--- config.mk ---
export PLATFORM = sky130hd
export DESIGN_NAME = shift_unit
export DESIGN_NICKNAME = d
export VERILOG_FILES = /design/src/rtl/shift_unit.sv
export SDC_FILE = /design/constraint.sdc
export NUM_CORES = 1
export LEC_CHECK = 0
export BUFFER_PORTS_ARGS = -buffer_cell sky130_fd_sc_hd__buf_2
export CAP_MARGIN = 20
export CORE_MARGIN = 4
export CORE_UTILIZATION = 43
export DETAILED_ROUTE_END_ITERATION = 8
export PLACE_DENSITY = 0.6
export SLEW_MARGIN = 10
export SYNTH_ARGS = -nofsm -noshare
export SYNTH_HDL_FRONTEND = slang
export SYNTH_SLANG_ARGS = --single-unit
--- constraint.sdc ---
create_clock -name vclk -period 5.4
set_input_delay 1.35 -clock vclk [all_inputs]
set_output_delay 1.35 -clock vclk [all_outputs]
set_load 0.005 [all_outputs]
--- src/rtl/shift_unit.sv ---
module shift_unit #(
  parameter int DATA_W = 32,
  parameter int AMT_W  = 8
) (
  input  logic [DATA_W-1:0] opnd,
  input  logic [1:0]        kind,
  input  logic [AMT_W-1:0]  amt,
  input  logic              cin,
  output logic [DATA_W-1:0] res,
  output logic              cout
);
  localparam int LOG_W = $clog2(DATA_W);
  localparam int N_W   = LOG_W + 1;
  localparam logic [AMT_W-1:0] FULL = AMT_W'(DATA_W);
  localparam logic [1:0] K_LSL = 2'b00;
  localparam logic [1:0] K_LSR = 2'b01;
  localparam logic [1:0] K_ASR = 2'b10;

  logic amt_zero, amt_over;
  assign amt_zero = (amt == '0);
  assign amt_over = (amt > FULL);

  logic [N_W-1:0] n_r, n_asr;
  assign n_r   = amt_zero ? N_W'(DATA_W) : N_W'(amt);
  assign n_asr = (amt_zero || amt_over) ? N_W'(DATA_W) : N_W'(amt);

  logic        [DATA_W:0]   lsl_x, lsr_x;
  logic signed [DATA_W:0]   asr_x;
  logic        [DATA_W-1:0] ror_res;

  assign lsl_x   = {1'b0, opnd} << n_r;
  assign lsr_x   = {opnd, 1'b0} >> n_r;
  assign asr_x   = $signed({opnd, 1'b0}) >>> n_asr;
  assign ror_res = DATA_W'({opnd, opnd} >> amt[LOG_W-1:0]);

  always_comb begin
    case (kind)
      K_LSL: begin
        if (amt_zero)      {cout, res} = {cin, opnd};
        else if (amt_over) {cout, res} = '0;
        else               {cout, res} = lsl_x;
      end
      K_LSR: begin
        if (amt_over) {res, cout} = '0;
        else          {res, cout} = lsr_x;
      end
      K_ASR: {res, cout} = asr_x;
      default: begin
        if (amt_zero) {res, cout} = {cin, opnd};
        else          {cout, res} = {ror_res[DATA_W-1], ror_res};
      end
    endcase
  end
endmodule


==> metrics.md, run 1 <==
| Metric | Value |
|---|---|
| Buffers on Ports | `76` |
| Clk_buf instances | `0` |
| Mapped Avg Cell Area | `7.293 µm²` |
| Max VDD drop | `0.07101 mV` |
| Util after Layout | `49.24%` |
| Vias in the first global route | `9,270` |
| Row cnt | `48` |
| Max Clk Rate | `186.5 MHz` |
| Cells after synthesis | `1,041` |
| Wirelength, routed | `44,650 µm` |
| Nets | `1,125` |
| Placed wire-length estimate | `32,460 µm` |
| Num sequential | `0` |
| Finished Layout Cells | `1,305` |
| Gr ovfl total | `0` |
| Die Height | `140.9 µm` |
| Crit. End Element | `primary output` |
| Setup ws final | `37.77 ps` |
| Layout area overhead | `12.18%` |
| ANT nets after route | `0` |
| Worst hold path stage count | `4` |
| Gr usage total | `42.99%` |
| CP Class | `in2out` |
| Seq/Total Area, Yosys | `0%` |
| Residual DRC | `0` |
| Crit-path max FO | `22` |
| Hold WC Path Type | `in2out` |
| First-pass GRT wire length | `63,960 µm` |
| Hold Fails Final Rpt | `0` |
| Setup TNS | `0 ps` |
| Post-CTS setup buffer count | `0` |
| First-pass detailed-route iteration total | `6` |
| Pre-CTS setup slack | `49.35 ps` |
| CP Launch Type | `input pin` |
| Mapped Area | `7592 µm²` |
| Hold buffer count at cts | `0` |
| Relative slew slack | `44.98%` |
| Ratio of cells with drive above 1 in the final layout | `28.70%` |
| Register Area | `0 µm²` |
| Core area | `17,300 µm²` |
| Mean number of vias per cell | `7.539` |
| Die width | `140.9 µm` |
| Max-Cap Viols | `0` |
| Die area | `19,850 µm²` |
| Syn_nets | `1,084` |
| Total Power | `944.9 µW` |
| # setup viols final | `0` |
| Least-Margin Pin Slew | `819.0 ps` |
| Leakage | `3.300 nW` |
| Status | `completed` |
| GPL Wtd Cong | `1.118` |
| # fillers | `1,809` |
| Synthesis warning total | `0` |
| Largest net degree at the start of global routing | `58` |
| Hold Slack | `3170 ps` |
| Most common cell after layout, fill and taps aside | `nand2_1` |
| Wirelength per Cell | `34.22 µm` |
| Finished Cell Area | `8517 µm²` |
| Antenna Cells | `0` |
| Drt initial violations | `1,541` |
| RSZ-0062 raised after global routing | `false` |
| Placed cell area | `8506 µm²` |
| Req. time, crit path | `4050 ps` |
| # IOs | `76` |
| Most frequent cells in the layout | `nand2_1 (110), a21oi_1 (102), mux2i_1 (101)` |
| Initial Utilization | `43.89%` |
| Placed cells | `1,305` |
| Minimum period implied by the final worst setup slack | `5362 ps` |
| Final period util | `99.30%` |
| CP arrival | `4010 ps` |
| Synth unique cells | `77` |
| Pwr Density | `110.9 nW/µm²` |
| Antenna violations before repair | `2` |
| Final Slew Violations | `0` |
| Overall via count from detail_route | `9,839` |
## cells in the mapped netlist, types with 5 or more instances
cell type	number	area, µm²
buf_2	27	135.1
o221ai_1	12	105.1
nor3_1	12	60.06
mux4_2	62	1396
buf_6	9	101.4
o21ai_0	57	285.3
o21a_1	5	37.54
inv_1	5	18.77
buf_1	12	45.04
o211ai_1	21	157.7
and2_1	14	87.58
a221o_1	7	70.07
a21o_1	5	37.54
nand3_1	22	110.1
o32ai_1	5	43.79
o22a_1	9	78.83
buf_4	7	52.55
mux2_2	48	540.5
a221oi_1	14	122.6
mux2i_1	101	1011
nor2_1	95	356.6
a21oi_1	102	510.5
a31oi_1	30	187.7
and3_1	6	37.54
a2111oi_0	5	43.79
a211oi_1	32	240.2
clkbuf_1	84	315.3
nand2_1	110	412.9
nor2b_1	7	43.79
a22oi_1	16	120.1
o22ai_1	17	106.4
a211o_1	6	52.55
## worst paths after layout
kind,startpoint,to
worst max-delay path,amt[5],res[12]
worst min-delay path,cin,res[31]
## power breakdown
group,total (mW),switching [mW],internal (mW)
Clock,0,0,0
Combinational,0.945,0.584,0.361
Sequential,0,0,0
Total,0.945,0.584,0.361
## metal layers
metal  global-route usage, %  wire, µm  up-vias  share of wire [%]
li1                        -         -     4164                  -
met1                   55.01     16110     4666                 36
met2                   66.78     19510      804                 44
met3                   7.022      5171      203                 12
met4                   28.35      3858        2                8.6
met5                       0         8        -              0.018
## critical path, stage by stage
cell and delay (ps):
buf_2 160, or4b_4 720, a31oi_1 530, a21oi_1 210, mux2_2 310, a221oi_1 320, buf_4 170, a311o_1 110
buf_2 120
## logic make-up (layout without fill, tap and decap cells)
group	after synthesis	count (layout)	share of synthesized area (%)
compound gates	380	380	33.39
buf+inv	149	188	9.410
mux	211	211	38.83
simple gates	301	301	18.38
## final cells by class
| class | count | area, µm² | share of cell area [%] |
|---|---|---|---|
| inverters | 8 | 30.03 | 0.3526 |
| multi-input cells | 892 | 6900 | 81.02 |
| well taps | 225 | 281.5 | 3.305 |
| repair buffers | 180 | 1305 | 15.32 |
## repair_timing
action	4_1_cts	5_1_grt
hold endpoints to repair	0	0
resized for setup	0	3
setup endpoints to repair	0	3
No activity file was read; power rests on OpenSTA's default activity.
==> run 2, diff against run 1 <==
Settings changed: PLACE_DENSITY 0.6 to 0.65.
==> metrics.md, run 2 (synthesis results as in run 1) <==
| Metric | Value |
|---|---|
| Setup ws final | `61.43 ps (+23.66 ps)` |
| # setup viols final | `0 (unchanged)` |
| Status | `completed` |
| Gr usage total | `43.36% (+0.37 points)` |
| GPL Wtd Cong | `1.115 (-0.27%)` |
| Hold path start | `cin` |
| Antenna Cells | `0 (unchanged)` |
| ANT nets after route | `0 (unchanged)` |
| Ratio of cells with drive above 1 in the final layout | `28.98% (+0.28 points)` |
| CP Launch Type | `input pin` |
| Max Clk Rate | `187.3 MHz (+0.44%)` |
| Sequential share of power | `0% (unchanged)` |
| Combinational power share | `100.0% (about the same)` |
| Cell Chain, Critical Path | `buf_6 -> buf_12 -> mux4_2 -> mux4_2 -> nand2_1 -> o21ai_0 -> a222oi_1 -> o221ai_1 -> buf_2` |
| Relative slew slack | `50.43% (+5.5 points)` |
| Wirelength, routed | `44,420 µm (-0.51%)` |
| Nets | `1,125 (unchanged)` |
| Largest net degree at the start of global routing | `66 (+14%)` |
| Minimum period implied by the final worst setup slack | `5339 ps (-23.66 ps)` |
| Antenna violations before repair | `0 (-2)` |
| Critical Path Max Stage Delay | `550 ps (-170 ps)` |
| Vias in the first global route | `9,310 (+0.43%)` |
| CP Class | `in2out` |
| Crit path top cell by count | `mux4_2` |
| Crit-path max FO | `18 (-18%)` |
| Row cnt | `48 (unchanged)` |
| Gr ovfl total | `0 (unchanged)` |
| Residual DRC | `0 (unchanged)` |
| Worst hold path stage count | `4 (unchanged)` |
| Pwr Density | `110.9 nW/µm² (about the same)` |
| Initial Utilization | `43.89% (unchanged)` |
| Most common cell after layout, fill and taps aside | `nand2_1` |
| Pre-CTS setup slack | `110.8 ps (+61.50 ps)` |
| Die width | `140.9 µm (unchanged)` |
| Hold Slack | `3242 ps (+72.05 ps)` |
| Slowest stage cell, crit path | `mux4_2` |
| Layout area overhead | `12.67%` |
| Buffers on Ports | `76 (unchanged)` |
| Hold WC Path Type | `in2out` |
| CP arrival | `3990 ps (-20 ps)` |
| First-pass GRT wire length | `64,260 µm (+0.47%)` |
| Die Height | `140.9 µm (unchanged)` |
| Placed wire-length estimate | `33,090 µm (+1.9%)` |
| Overall via count from detail_route | `9,933 (+0.96%)` |
| Hold Fails Final Rpt | `0 (unchanged)` |
| Sw frac | `61.57% (-0.24 points)` |
| Max-Cap Viols | `0 (unchanged)` |
| Final Slew Violations | `0 (unchanged)` |
| # IOs | `76 (unchanged)` |
| Mean number of vias per cell | `7.611 (+0.96%)` |
| Wirelength per Cell | `34.04 µm (-0.51%)` |
| Hold buffer count at cts | `0 (unchanged)` |
| Register Area | `0 µm² (unchanged)` |
| Clk_buf instances | `0 (unchanged)` |
| Net switching power | `583.9 µW (about the same)` |
| Core area | `17,300 µm² (unchanged)` |
| Max VDD drop | `0.07357 mV (+3.6%)` |
| Clk network pwr share | `0% (unchanged)` |
| Crit. End Element | `primary output` |
| Drt initial violations | `1,465 (-4.9%)` |
| Least-Margin Pin Slew | `741.7 ps (-77.27 ps)` |
| Hold Path End | `res[31]` |
| First-pass detailed-route iteration total | `5 (-1)` |
| Die area | `19,850 µm² (unchanged)` |
| Cell Int Power | `364.5 µW (+1.0%)` |
| Most frequent cells in the layout | `nand2_1 (110), a21oi_1 (101), mux2i_1 (99)` |
| Num sequential | `0 (unchanged)` |
| Leakage | `3.316 nW (+0.48%)` |
| Final period util | `98.86% (-0.44 points)` |
| Req. time, crit path | `4050 ps (about the same)` |
run 2: area by class of cell:
cell class | count | area, µm²
Multi-Input combinational cell | 892 | 6913
Fill cell | 1826 | 8742
Tap cell | 225 | 281.5
Timing Repair Buffer | 180 | 1330
Inverter | 8 | 30.03
run 2: metal layers:
| metal | wire length, µm | GRT usage (%) | share of wire, % | up-vias |
|---|---|---|---|---|
| met5 | 0 | 0 | 0 | - |
| met4 | 4101 | 28.61 | 9.2 | 0 |
| met3 | 5431 | 8.514 | 12 | 222 |
| met2 | 19060 | 66.66 | 43 | 862 |
| met1 | 15830 | 55.19 | 36 | 4696 |
| li1 | - | - | - | 4153 |
run 2: repair_timing:
action	4_1_cts	5_1_grt
gates resized for setup	0	7
setup buffers	0	0
endpoints found under the setup margin	0	5
run 2: per-stage QoR:
step / std cells / instance area, µm² / util (%) / setup TNS [ps] / total power [mW]
floorplan: 1041 / 7592 / - / 0 / 0.5571
global placement: 1305 / 8531 / 49.32 / 0 / 0.9068
detailed placement: 1305 / 8531 / 49.32 / 0 / 0.9064
CTS: 1305 / 8531 / 49.32 / 0 / 0.9100
global route: 1305 / 8554 / 49.46 / -9.253 / 0.9848
finish: 1305 / 8554 / 49.46 / 0 / 0.9484
run 2: how the worst max path moves through the flow:
stage                 from      end  slack [ps]
floorplan           amt[7]  res[14]         510
global placement    amt[5]  res[13]         140
detailed placement  amt[5]  res[13]         110
CTS                 amt[5]  res[13]         110
global route        amt[5]   res[1]          -9
finish              amt[0]   res[8]          60
run 2: power by group through the flow:
stage	combinational (mW)	clock, mW	sequential (mW)
2_1_floorplan	0.557	0	0
3_3_place_gp	0.907	0	0
3_5_place_dp	0.906	0	0
4_1_cts	0.910	0	0
5_1_grt	0.985	0	0
6_report	0.948	0	0
run 2: critical path: cells and delay by family:
kind,cells,cell delay (ps)
AO/OA/AOI/OAI,3,790
multiplexers,2,1080
AND/OR/NAND/NOR,1,150
buffers and inverters,3,610
==> run 3, diff against run 2 <==
Settings changed: PLACE_DENSITY 0.65 to 0.68.
Clock period 5.4 ns to 4.75 ns, I/O delays scaled along.
==> metrics.md, run 3 (synthesis results as in run 1) <==
| Metric | Value |
|---|---|
| Row cnt | `48 (unchanged)` |
| Num sequential | `0 (unchanged)` |
| Die Height | `140.9 µm (unchanged)` |
| Hold path start | `cin` |
| Failing checks | `negative setup slack` |
| Req. time, crit path | `3560 ps (-490 ps)` |
| First-pass GRT wire length | `66,650 µm (+3.7%)` |
| Wirelength, routed | `46,970 µm (+5.7%)` |
| Antenna Cells | `0 (unchanged)` |
| Crit path buf inv count | `4 (+1)` |
| Drt initial violations | `1,799 (+23%)` |
| Pre-CTS setup slack | `-211.5 ps (-322.3 ps)` |
| Relative slew slack | `54.96% (+4.5 points)` |
| Die area | `19,850 µm² (unchanged)` |
| CP Class | `in2out` |
| # setup viols final | `3 (+3)` |
| Crit. End Element | `primary output` |
| Placed wire-length estimate | `35,410 µm (+7.0%)` |
| Most frequent cells in the layout | `buf_4 (225), nand2_1 (108), mux2i_1 (95), a21oi_1 (95), nor2_1 (94)` |
| Cell Chain, Critical Path | `buf_12 -> nor4b_4 -> buf_4 -> buf_12 -> mux4_2 -> mux4_2 -> a21oi_2 -> a21oi_2 -> o31a_1 -> buf_2` |
| Hold Path End | `res[31]` |
| First-pass detailed-route iteration total | `6 (+1)` |
| Setup ws final | `-38.83 ps (-100.3 ps)` |
| Register Area | `0 µm² (unchanged)` |
| CP delay by family, top | `multiplexers` |
| CP Launch Type | `input pin` |
| Vias in the first global route | `9,988 (+7.3%)` |
| Crit-path max FO | `8 (-10)` |
| Max-Cap Viols | `0 (unchanged)` |
| # fillers | `1,652 (-9.5%)` |
| Layout area overhead | `35.12%` |
| Leakage | `4.201 nW (+27%)` |
| Antenna violations before repair | `0 (unchanged)` |
| Hold Fails Final Rpt | `0 (unchanged)` |
| Wirelength per Cell | `32.26 µm (-5.2%)` |
| Worst hold path stage count | `4 (unchanged)` |
| Mean number of vias per cell | `7.433 (-2.3%)` |
| Max Clk Rate | `208.8 MHz` |
| Core area | `17,300 µm² (unchanged)` |
| Largest net degree at the start of global routing | `62 (-6.1%)` |
| Status | `finished with violations` |
| Least-Margin Pin Slew | `674.0 ps (-67.65 ps)` |
| Most common cell after layout, fill and taps aside | `buf_4` |
| ANT nets after route | `0 (unchanged)` |
| Gr usage total | `44.36% (+1.0 points)` |
| Residual DRC | `0 (unchanged)` |
| Setup TNS | `-58.15 ps (-58.15 ps)` |
| Hold WC Path Type | `in2out` |
| Die width | `140.9 µm (unchanged)` |
| Initial Utilization | `43.89% (unchanged)` |
| # IOs | `76 (unchanged)` |
| Final Slew Violations | `0 (unchanged)` |
| Slowest stage cell, crit path | `mux4_2` |
| RSZ-0062 raised after global routing | `true` |
| GPL Wtd Cong | `1.103 (-1.0%)` |
| Ratio of cells with drive above 1 in the final layout | `41.67% (+13 points)` |
| Buffers on Ports | `76 (unchanged)` |
| Overall via count from detail_route | `10,820 (+8.9%)` |
| Max VDD drop | `0.07041 mV (-4.3%)` |
| CP arrival | `3600 ps (-390 ps)` |
| Critical Path Max Stage Delay | `520 ps (-30 ps)` |
| Pwr Density | `121.2 nW/µm² (+9.4%)` |
| Gr ovfl total | `0 (unchanged)` |
| Final period util | `100.8%` |
| Clk_buf instances | `0 (unchanged)` |
| CP startpoint | `amt[7]` |
| Minimum period implied by the final worst setup slack | `4789 ps` |
| Nets | `1,276 (+13%)` |
## run 3: cell count changes in the layout (fill, tap and decap cells not counted), sizes merged
cell and change:
buf +146, clkbuf +4, bufbuf +1
## run 3: timing repair
action / CTS / global route
resized for setup: 27 / 75
cloned: 1 / 4
setup buffers: 1 / 9
setup endpoints to repair: 14 / 30
hold buffers: 0 / 0
endpoints found under the hold margin: 0 / 0
pin swaps: 6 / 19
## run 3: power by group
| part | switching (mW) | total, mW | internal (mW) |
|---|---|---|---|
| Combinational | 0.712 | 1.24 | 0.531 |
| Sequential | 0 | 0 | 0 |
| Clock | 0 | 0 | 0 |
| Total | 0.712 | 1.24 | 0.531 |
## run 3: area by class of cell
class	count	area (µm²)	share of cell area (%)
multi-input combinational	892	7224	70.42
tap	225	281.5	2.744
timing repair buffer	331	2723	26.54
inverter	8	30.03	0.2927
## run 3: how the worst max path moves through the flow
stage | endpoint | slack, ps | cells after the start
global route | res[6] | -60 | 10
floorplan | res[14] | 190 | 7
detailed placement | res[21] | -210 | 13
global placement | res[21] | -160 | 13
CTS | res[4] | -9 | 12
finish | res[14] | -40 | 10
## run 3: per-layer routing
metal,up-vias,wire (µm),global-route usage (%)
met2,987,20280,69.30
met3,274,5588,8.005
li1,4465,-,-
met4,0,4285,28.10
met5,-,0,0
met1,5096,16810,56.46
## run 3: stage by stage
stage,total power [mW],utilization [%],hold WS (ps),area [µm²],cells
4_1_cts,1.147,56.47,2899,9768,1443
6_report,1.244,59.31,2939,10260,1456
3_5_place_dp,1.126,55.58,2898,9614,1441
2_1_floorplan,0.6333,-,2527,7592,1041
3_3_place_gp,1.126,55.58,2902,9614,1441
5_1_grt,1.282,59.31,2917,10260,1456
## run 3: worst min-delay path: stages
cell	delay (ps)
buf_2	130
a21oi_1	180
a21oi_1	110
buf_2	140
